<file path="config.mk">
export PLATFORM = sky130hd
export DESIGN_NAME = clkpre_unit
export DESIGN_NICKNAME = d
export VERILOG_FILES = /design/src/rtl/clkpre_pkg.sv /design/src/rtl/clkpre_regs.sv /design/src/rtl/clkpre_src.sv /design/src/rtl/clkpre_prescale.sv /design/src/rtl/clkpre_unit.sv
export SDC_FILE = /design/constraint.sdc
export NUM_CORES = 1
export LEC_CHECK = 0
export BUFFER_PORTS_ARGS = -buffer_cell sky130_fd_sc_hd__buf_2
export CORE_UTILIZATION = 34
export CTS_BUF_LIST = sky130_fd_sc_hd__clkbuf_8
export CTS_CLUSTER_DIAMETER = 40
export CTS_CLUSTER_SIZE = 25
export DETAILED_ROUTE_END_ITERATION = 6
export GPL_TIMING_DRIVEN = 1
export PLACE_DENSITY_LB_ADDON = 0.1
export SKIP_CTS_REPAIR_TIMING = 1
export SKIP_LAST_GASP = 1
export SYNTH_ARGS = -nofsm -noshare
export SYNTH_HDL_FRONTEND = slang
export SYNTH_SLANG_ARGS = --single-unit
</file>
<file path="constraint.sdc">
create_clock -name clk -period 1.7 [get_ports clk]
set_clock_uncertainty 0.2 [all_clocks]
set_input_delay 0.255 -clock clk [delete_from_list [all_inputs] [get_ports clk]]
set_output_delay 0.255 -clock clk [all_outputs]
set_load 0.02 [all_outputs]
</file>
<file path="src/rtl/clkpre_pkg.sv">
package clkpre_pkg;
  localparam int REG_W   = 8;
  localparam int PRS_W   = 3;
  localparam int PRS_LSB = 2;
  localparam int HALVE_B = 5;
  localparam logic [REG_W-1:0] MODE_RST = 8'hE0;
  localparam int CTL_IRQSEL_B = 7;
  localparam int CTL_SRST_B   = 3;
  localparam int CTL_ALT_B    = 2;
  localparam int CTL_WALT_B   = 1;
  localparam int CTL_LP_B     = 0;

  typedef enum logic [1:0] {
    ST_RUN  = 2'd0,
    ST_WFI  = 2'd1,
    ST_HALT = 2'd2
  } pwr_state_t;
endpackage

</file>
<file path="src/rtl/clkpre_regs.sv">
module clkpre_regs
  import clkpre_pkg::*;
(
  input  logic             clk,
  input  logic             rst_n,
  input  logic             wr,
  input  logic             addr,
  input  logic [REG_W-1:0] wdata,
  input  logic             set_alt,
  output logic [REG_W-1:0] rdata,
  output logic             halve,
  output logic [PRS_W-1:0] prs,
  output logic             srst_en,
  output logic             alt_sel,
  output logic             wfi_alt,
  output logic             lp_wfi
);
  logic [REG_W-1:0] mode_q;
  logic irqsel_q, srst_q, alt_q, walt_q, lp_q;
  logic wr_mode, wr_ctl;

  assign wr_mode = wr && !addr;
  assign wr_ctl  = wr && addr;

  always_ff @(posedge clk) begin
    if (!rst_n) begin
      mode_q   <= MODE_RST;
      irqsel_q <= 1'b0;
      srst_q   <= 1'b0;
      alt_q    <= 1'b0;
      walt_q   <= 1'b0;
      lp_q     <= 1'b0;
    end else begin
      if (wr_mode) mode_q <= wdata;
      if (wr_ctl) begin
        irqsel_q <= wdata[CTL_IRQSEL_B];
        srst_q   <= wdata[CTL_SRST_B];
        walt_q   <= wdata[CTL_WALT_B];
        lp_q     <= wdata[CTL_LP_B];
      end
      alt_q <= (wr_ctl ? wdata[CTL_ALT_B] : alt_q) | set_alt;
    end
  end

  always_comb begin
    if (!addr) begin
      rdata = mode_q;
    end else begin
      rdata = '0;
      rdata[CTL_IRQSEL_B] = irqsel_q;
      rdata[CTL_SRST_B]   = srst_q;
      rdata[CTL_ALT_B]    = alt_q;
      rdata[CTL_WALT_B]   = walt_q;
      rdata[CTL_LP_B]     = lp_q;
    end
  end

  assign halve   = mode_q[HALVE_B];
  assign prs     = mode_q[PRS_LSB +: PRS_W];
  assign srst_en = srst_q;
  assign alt_sel = alt_q;
  assign wfi_alt = walt_q;
  assign lp_wfi  = lp_q;
endmodule

</file>
<file path="src/rtl/clkpre_src.sv">
module clkpre_src #(
  parameter int LP_DIV = 16
) (
  input  logic clk,
  input  logic rst_n,
  input  logic osc_tick,
  input  logic sec_tick,
  input  logic alt_tick,
  input  logic alt_present,
  input  logic halve,
  input  logic alt_sel,
  input  logic halted,
  input  logic lp_path,
  output logic int_ce,
  output logic alt_active
);
  localparam int CW = (LP_DIV > 1) ? $clog2(LP_DIV) : 1;
  localparam logic [CW-1:0] LAST = CW'(LP_DIV - 1);

  logic          tog_q;
  logic [CW-1:0] slow_cnt_q;
  logic          alt_q;
  logic          prim_ce, slow_ce;

  always_ff @(posedge clk) begin
    if (!rst_n) begin
      tog_q      <= 1'b0;
      slow_cnt_q <= '0;
      alt_q      <= 1'b0;
    end else begin
      if (osc_tick) tog_q <= !tog_q;
      if (sec_tick) slow_cnt_q <= (slow_cnt_q == LAST) ? '0 : slow_cnt_q + 1'b1;
      alt_q <= alt_sel && alt_present && !halted;
    end
  end

  assign prim_ce = osc_tick && (!halve || tog_q);
  assign slow_ce = sec_tick && (slow_cnt_q == LAST);

  always_comb begin
    if (halted)       int_ce = 1'b0;
    else if (alt_q)   int_ce = alt_tick;
    else if (lp_path) int_ce = slow_ce;
    else              int_ce = prim_ce;
  end

  assign alt_active = alt_q;
endmodule

</file>
<file path="src/rtl/clkpre_prescale.sv">
module clkpre_prescale #(
  parameter int PW = 3
) (
  input  logic          clk,
  input  logic          rst_n,
  input  logic          int_ce,
  input  logic          run,
  input  logic [PW-1:0] prs,
  output logic          cpu_ce
);
  logic [PW-1:0] cnt_q, div_q;
  logic          roll;

  assign roll = (cnt_q == div_q);

  always_ff @(posedge clk) begin
    if (!rst_n) begin
      cnt_q <= '0;
      div_q <= '0;
    end else if (run && int_ce) begin
      if (roll) begin
        cnt_q <= '0;
        div_q <= prs;
      end else begin
        cnt_q <= cnt_q + 1'b1;
      end
    end
  end

  assign cpu_ce = run && int_ce && roll;
endmodule

</file>
<file path="src/rtl/clkpre_unit.sv">
module clkpre_unit
  import clkpre_pkg::*;
#(
  parameter int LP_DIV = 16
) (
  input  logic             clk,
  input  logic             rst_n,
  input  logic             osc_tick,
  input  logic             sec_tick,
  input  logic             alt_tick,
  input  logic             alt_present,
  input  logic             wfi_evt,
  input  logic             irq_evt,
  input  logic             halt_evt,
  input  logic             reg_wr,
  input  logic             reg_addr,
  input  logic [REG_W-1:0] reg_wdata,
  output logic [REG_W-1:0] reg_rdata,
  output logic             int_ce,
  output logic             cpu_ce,
  output logic             alt_active,
  output logic             wfi_active,
  output logic             osc_off,
  output logic             rst_req
);
  pwr_state_t       state_q;
  logic             wlp_q, rst_q;
  logic             halve, srst_en, alt_sel, wfi_alt, lp_wfi;
  logic [PRS_W-1:0] prs;
  logic             enter_wfi, halt_go, set_alt, lp_path, halted, running;

  assign running   = (state_q == ST_RUN);
  assign halted    = (state_q == ST_HALT);
  assign halt_go   = running && halt_evt;
  assign enter_wfi = running && wfi_evt && !halt_evt;
  assign set_alt   = enter_wfi && lp_wfi && wfi_alt;
  assign lp_path   = (state_q == ST_WFI) && wlp_q;

  always_ff @(posedge clk) begin
    if (!rst_n) begin
      state_q <= ST_RUN;
      wlp_q   <= 1'b0;
      rst_q   <= 1'b0;
    end else begin
      rst_q <= halt_go && srst_en;
      if (enter_wfi) wlp_q <= lp_wfi;
      case (state_q)
        ST_RUN: begin
          if (halt_go && !srst_en) state_q <= ST_HALT;
          else if (enter_wfi)      state_q <= ST_WFI;
        end
        ST_WFI:  if (irq_evt) state_q <= ST_RUN;
        default: state_q <= ST_HALT;
      endcase
    end
  end

  clkpre_regs u_regs (
    .clk(clk), .rst_n(rst_n), .wr(reg_wr), .addr(reg_addr), .wdata(reg_wdata),
    .set_alt(set_alt), .rdata(reg_rdata), .halve(halve), .prs(prs),
    .srst_en(srst_en), .alt_sel(alt_sel), .wfi_alt(wfi_alt), .lp_wfi(lp_wfi)
  );

  clkpre_src #(.LP_DIV(LP_DIV)) u_src (
    .clk(clk), .rst_n(rst_n), .osc_tick(osc_tick), .sec_tick(sec_tick),
    .alt_tick(alt_tick), .alt_present(alt_present), .halve(halve),
    .alt_sel(alt_sel), .halted(halted), .lp_path(lp_path),
    .int_ce(int_ce), .alt_active(alt_active)
  );

  clkpre_prescale #(.PW(PRS_W)) u_pre (
    .clk(clk), .rst_n(rst_n), .int_ce(int_ce), .run(running), .prs(prs),
    .cpu_ce(cpu_ce)
  );

  assign wfi_active = (state_q == ST_WFI);
  assign osc_off    = halted;
  assign rst_req    = rst_q;
endmodule

</file>
==> impl_metrics.json <==
{
  "status": "finished, violations left",
  "violations": "hold timing, setup timing",
  "worstMarginPinSlew_ps": 335.6,
  "dieArea_um2": 4276,
  "synth_edf_count": 0,
  "layout_common_cells": "33 x nand2_1, 30 x buf_2, 27 x dfxtp_1",
  "critPathLaunch": "u_src.slow_cnt_q[1]",
  "syn_avg_cell_area_um2": 8.815,
  "crit_fanout": 3,
  "final-max-slew-violation-count": 0,
  "synthDistinctLibCells": 30,
  "die_w_um": 65.39,
  "min_period_over_period": 1.283,
  "worstHoldStart": "reg_wdata[6]",
  "finalSetupViolations": 7,
  "slowest_stage": "or3_4",
  "critPathMaxStageDelay_ps": 420,
  "final_cell_area_um2": 1841,
  "rr_startpoint": "u_src.slow_cnt_q[1]",
  "syn_nets": 176,
  "drc": 0,
  "root_buffer": "clkbuf_8",
  "routed_wirelength_mm": 3.060,
  "grt_pass1_wl_mm": 5.133,
  "synth_cells": 155,
  "ant_nets": 0,
  "nets": 227,
  "io_buffers": 32,
  "post_drt_wl_per_cell_um": 12.00,
  "cts_buffer_depth": 2,
  "drv_cap": 0,
  "cts_tree": "yes",
  "synthToLayoutAreaGrowth_pct": 34.71,
  "cp_data_arrival_time_ps": 1730,
  "power_density_nw_per_um2": 871.8,
  "fmax_ghz": 0.4585,
  "drive_above_1_share": 0.3575,
  "cp_cell_sequence": "ha_4 > nand4_1 > or3_4 > a211oi_4 > buf_6",
  "multi_input_area_um2": 785.8,
  "dr_total_vias": 1194,
  "grt_max_degree": 34,
  "cp-end-kind": "primary output",
  "yosys_warnings": 0,
  "worst-r2r-cell-count": 6,
  "die_h_um": 65.39,
  "dpl.hpwl_mm": 2.261,
  "synth-seq-cells": 29,
  "worstSetupStartpointType": "register",
  "relSlewSlack": 0.7762,
  "globalplace.congestion": 0.7103,
  "crit_end": "cpu_ce",
  "synth_seq_area_share": 0.4249,
  "antenna_found_initial": 0,
  "clk_latency_ps": 270,
  "core_area_um2": 3744,
  "fin_tns_setup_ps": -1753,
  "cts.sinks": 29,
  "fin_crit_ps": 2181,
  "routed_via_density": 4.682,
  "setup_slack_ps": -481.2,
  "synth_area_um2": 1366,
  "layout_commonest_cell": "nand2_1",
  "yosys.area.top_type": "dfxtp_1",
  "ir_drop_mv": 0.4411,
  "path_class": "reg -> out",
  "r2r_end": "u_pre.div_q[1]",
  "drtIter0Drc": 51,
  "h-tree-depth": 2,
  "numCtsBuffers": 5,
  "hold_path_class": "in -> reg",
  "fillers": 376,
  "r2r_slack_ps": -240,
  "initial_core_util": 0.3650,
  "io_pins": 33,
  "path_clk_slew_ps": 60,
  "pre_cts_ws_ps": -197.6,
  "track_usage": 0.1600,
  "placed_cell_area_um2": 1687,
  "rows": 22,
  "leakage_nw": 0.7917,
  "holdWs_ps": -6.490,
  "antenna_cells": 0,
  "synth_area_leaders": "dfxtp_1 42%, nand2_1 9.1%, a21boi_0 6.0%, mux2i_1 5.1%, mux2_2 4.9%",
  "hold_violations": 1,
  "synth-main-ff-cell": "dfxtp_1",
  "yosysTopAreaCellShare": 0.4249,
  "rsz0062_at_grt": "yes",
  "worstPathRequired_ps": 1240,
  "gr-total-overflow": 0,
  "firstDrtPassIters": 4,
  "async_flop_share": 0,
  "grt_pass1_vias": 1190,
  "seqCellArea_um2": 583.1
}
worst max-delay path, delay by kind of cell (launching register included):
| family | cells | cell delay [ps] |
|---|---|---|
| AND/OR/NAND/NOR | 2 | 530 |
| flip-flops | 1 | 350 |
| AO/OA/AOI/OAI | 1 | 280 |
| buffers and inverters | 1 | 150 |
| adder cells (fa/ha/maj) | 1 | 130 |
per-layer routing:
layer	up-vias	routed length, um	track usage
met1	538	1516	0.1961
met2	25	1384	0.2577
met4	0	39	0.07337
li1	627	-	-
met3	4	119	0.04514
met5	-	0	0
sequential cells by signal, summed over array words and instances, names as in the netlist:
register          flops
u_regs.lp_wfi         1
u_regs.wfi_alt        1
u_pre.div_q           3
state_q               2
u_src.slow_cnt_q      4
u_src.tog_q           1
u_regs.mode_q         8
rst_req               1
u_regs.srst_en        1
u_regs.alt_sel        1
u_regs.irqsel_q       1
u_src.alt_active      1
wlp_q                 1
u_pre.cnt_q           3
cell type report:
cell class              count  share of cell area
repair buffers             50              0.1686
flip-flops and latches     29              0.3168
well taps                  48             0.03263
multi-input cells         120              0.4269
clock inverters             1            0.002719
clock buffers               7             0.05235
where the power goes:
group / internal [mW] / switching, mW / leakage, nW
clock: 0.365 / 0.253 / 0.0542
combinational: 0.125 / 0.132 / 0.500
sequential: 0.710 / 0.0204 / 0.237
total: 1.20 / 0.405 / 0.792
kinds of logic after synthesis:
kind of cell	Yosys count	share of synthesized area
flops	29	0.4249
compound gates	18	0.1016
buf+inv	6	0.02014
fa+ha+maj	2	0.01831
simple gates	80	0.2894
mux	13	0.1007
xor+xnor	7	0.04487
per-stage QoR:
stage,power (mW),util,std cells
detailed placement,0.9853,0.4505,245
finish,1.605,0.4916,255
floorplan,0.8840,-,155
global placement,0.9774,0.4505,245
CTS,1.605,0.4776,253
global route,1.688,0.4916,255
cells in the mapped netlist (3+ instances only):
cell type,n
mux2_2,6
dfxtp_1,29
xnor2_1,5
nand2_1,33
nor2b_1,7
clkbuf_1,4
a21oi_1,3
mux2i_1,7
a21boi_0,11
nand4_1,4
nor2_1,10
nand3_1,12
worst min-delay path by stage:
stage / endpoint / slack, ps / depth (start not counted)
after floorplan: u_regs.mode_q[5] / 180 / 2
after global placement: u_regs.mode_q[6] / 240 / 2
after detailed placement: u_regs.irqsel_q / 260 / 2
after CTS: u_regs.mode_q[6] / -20 / 3
after global routing: u_regs.mode_q[6] / 20 / 3
final: u_regs.mode_q[6] / -6 / 3
Note: power is estimated with default switching activity, not from simulation.
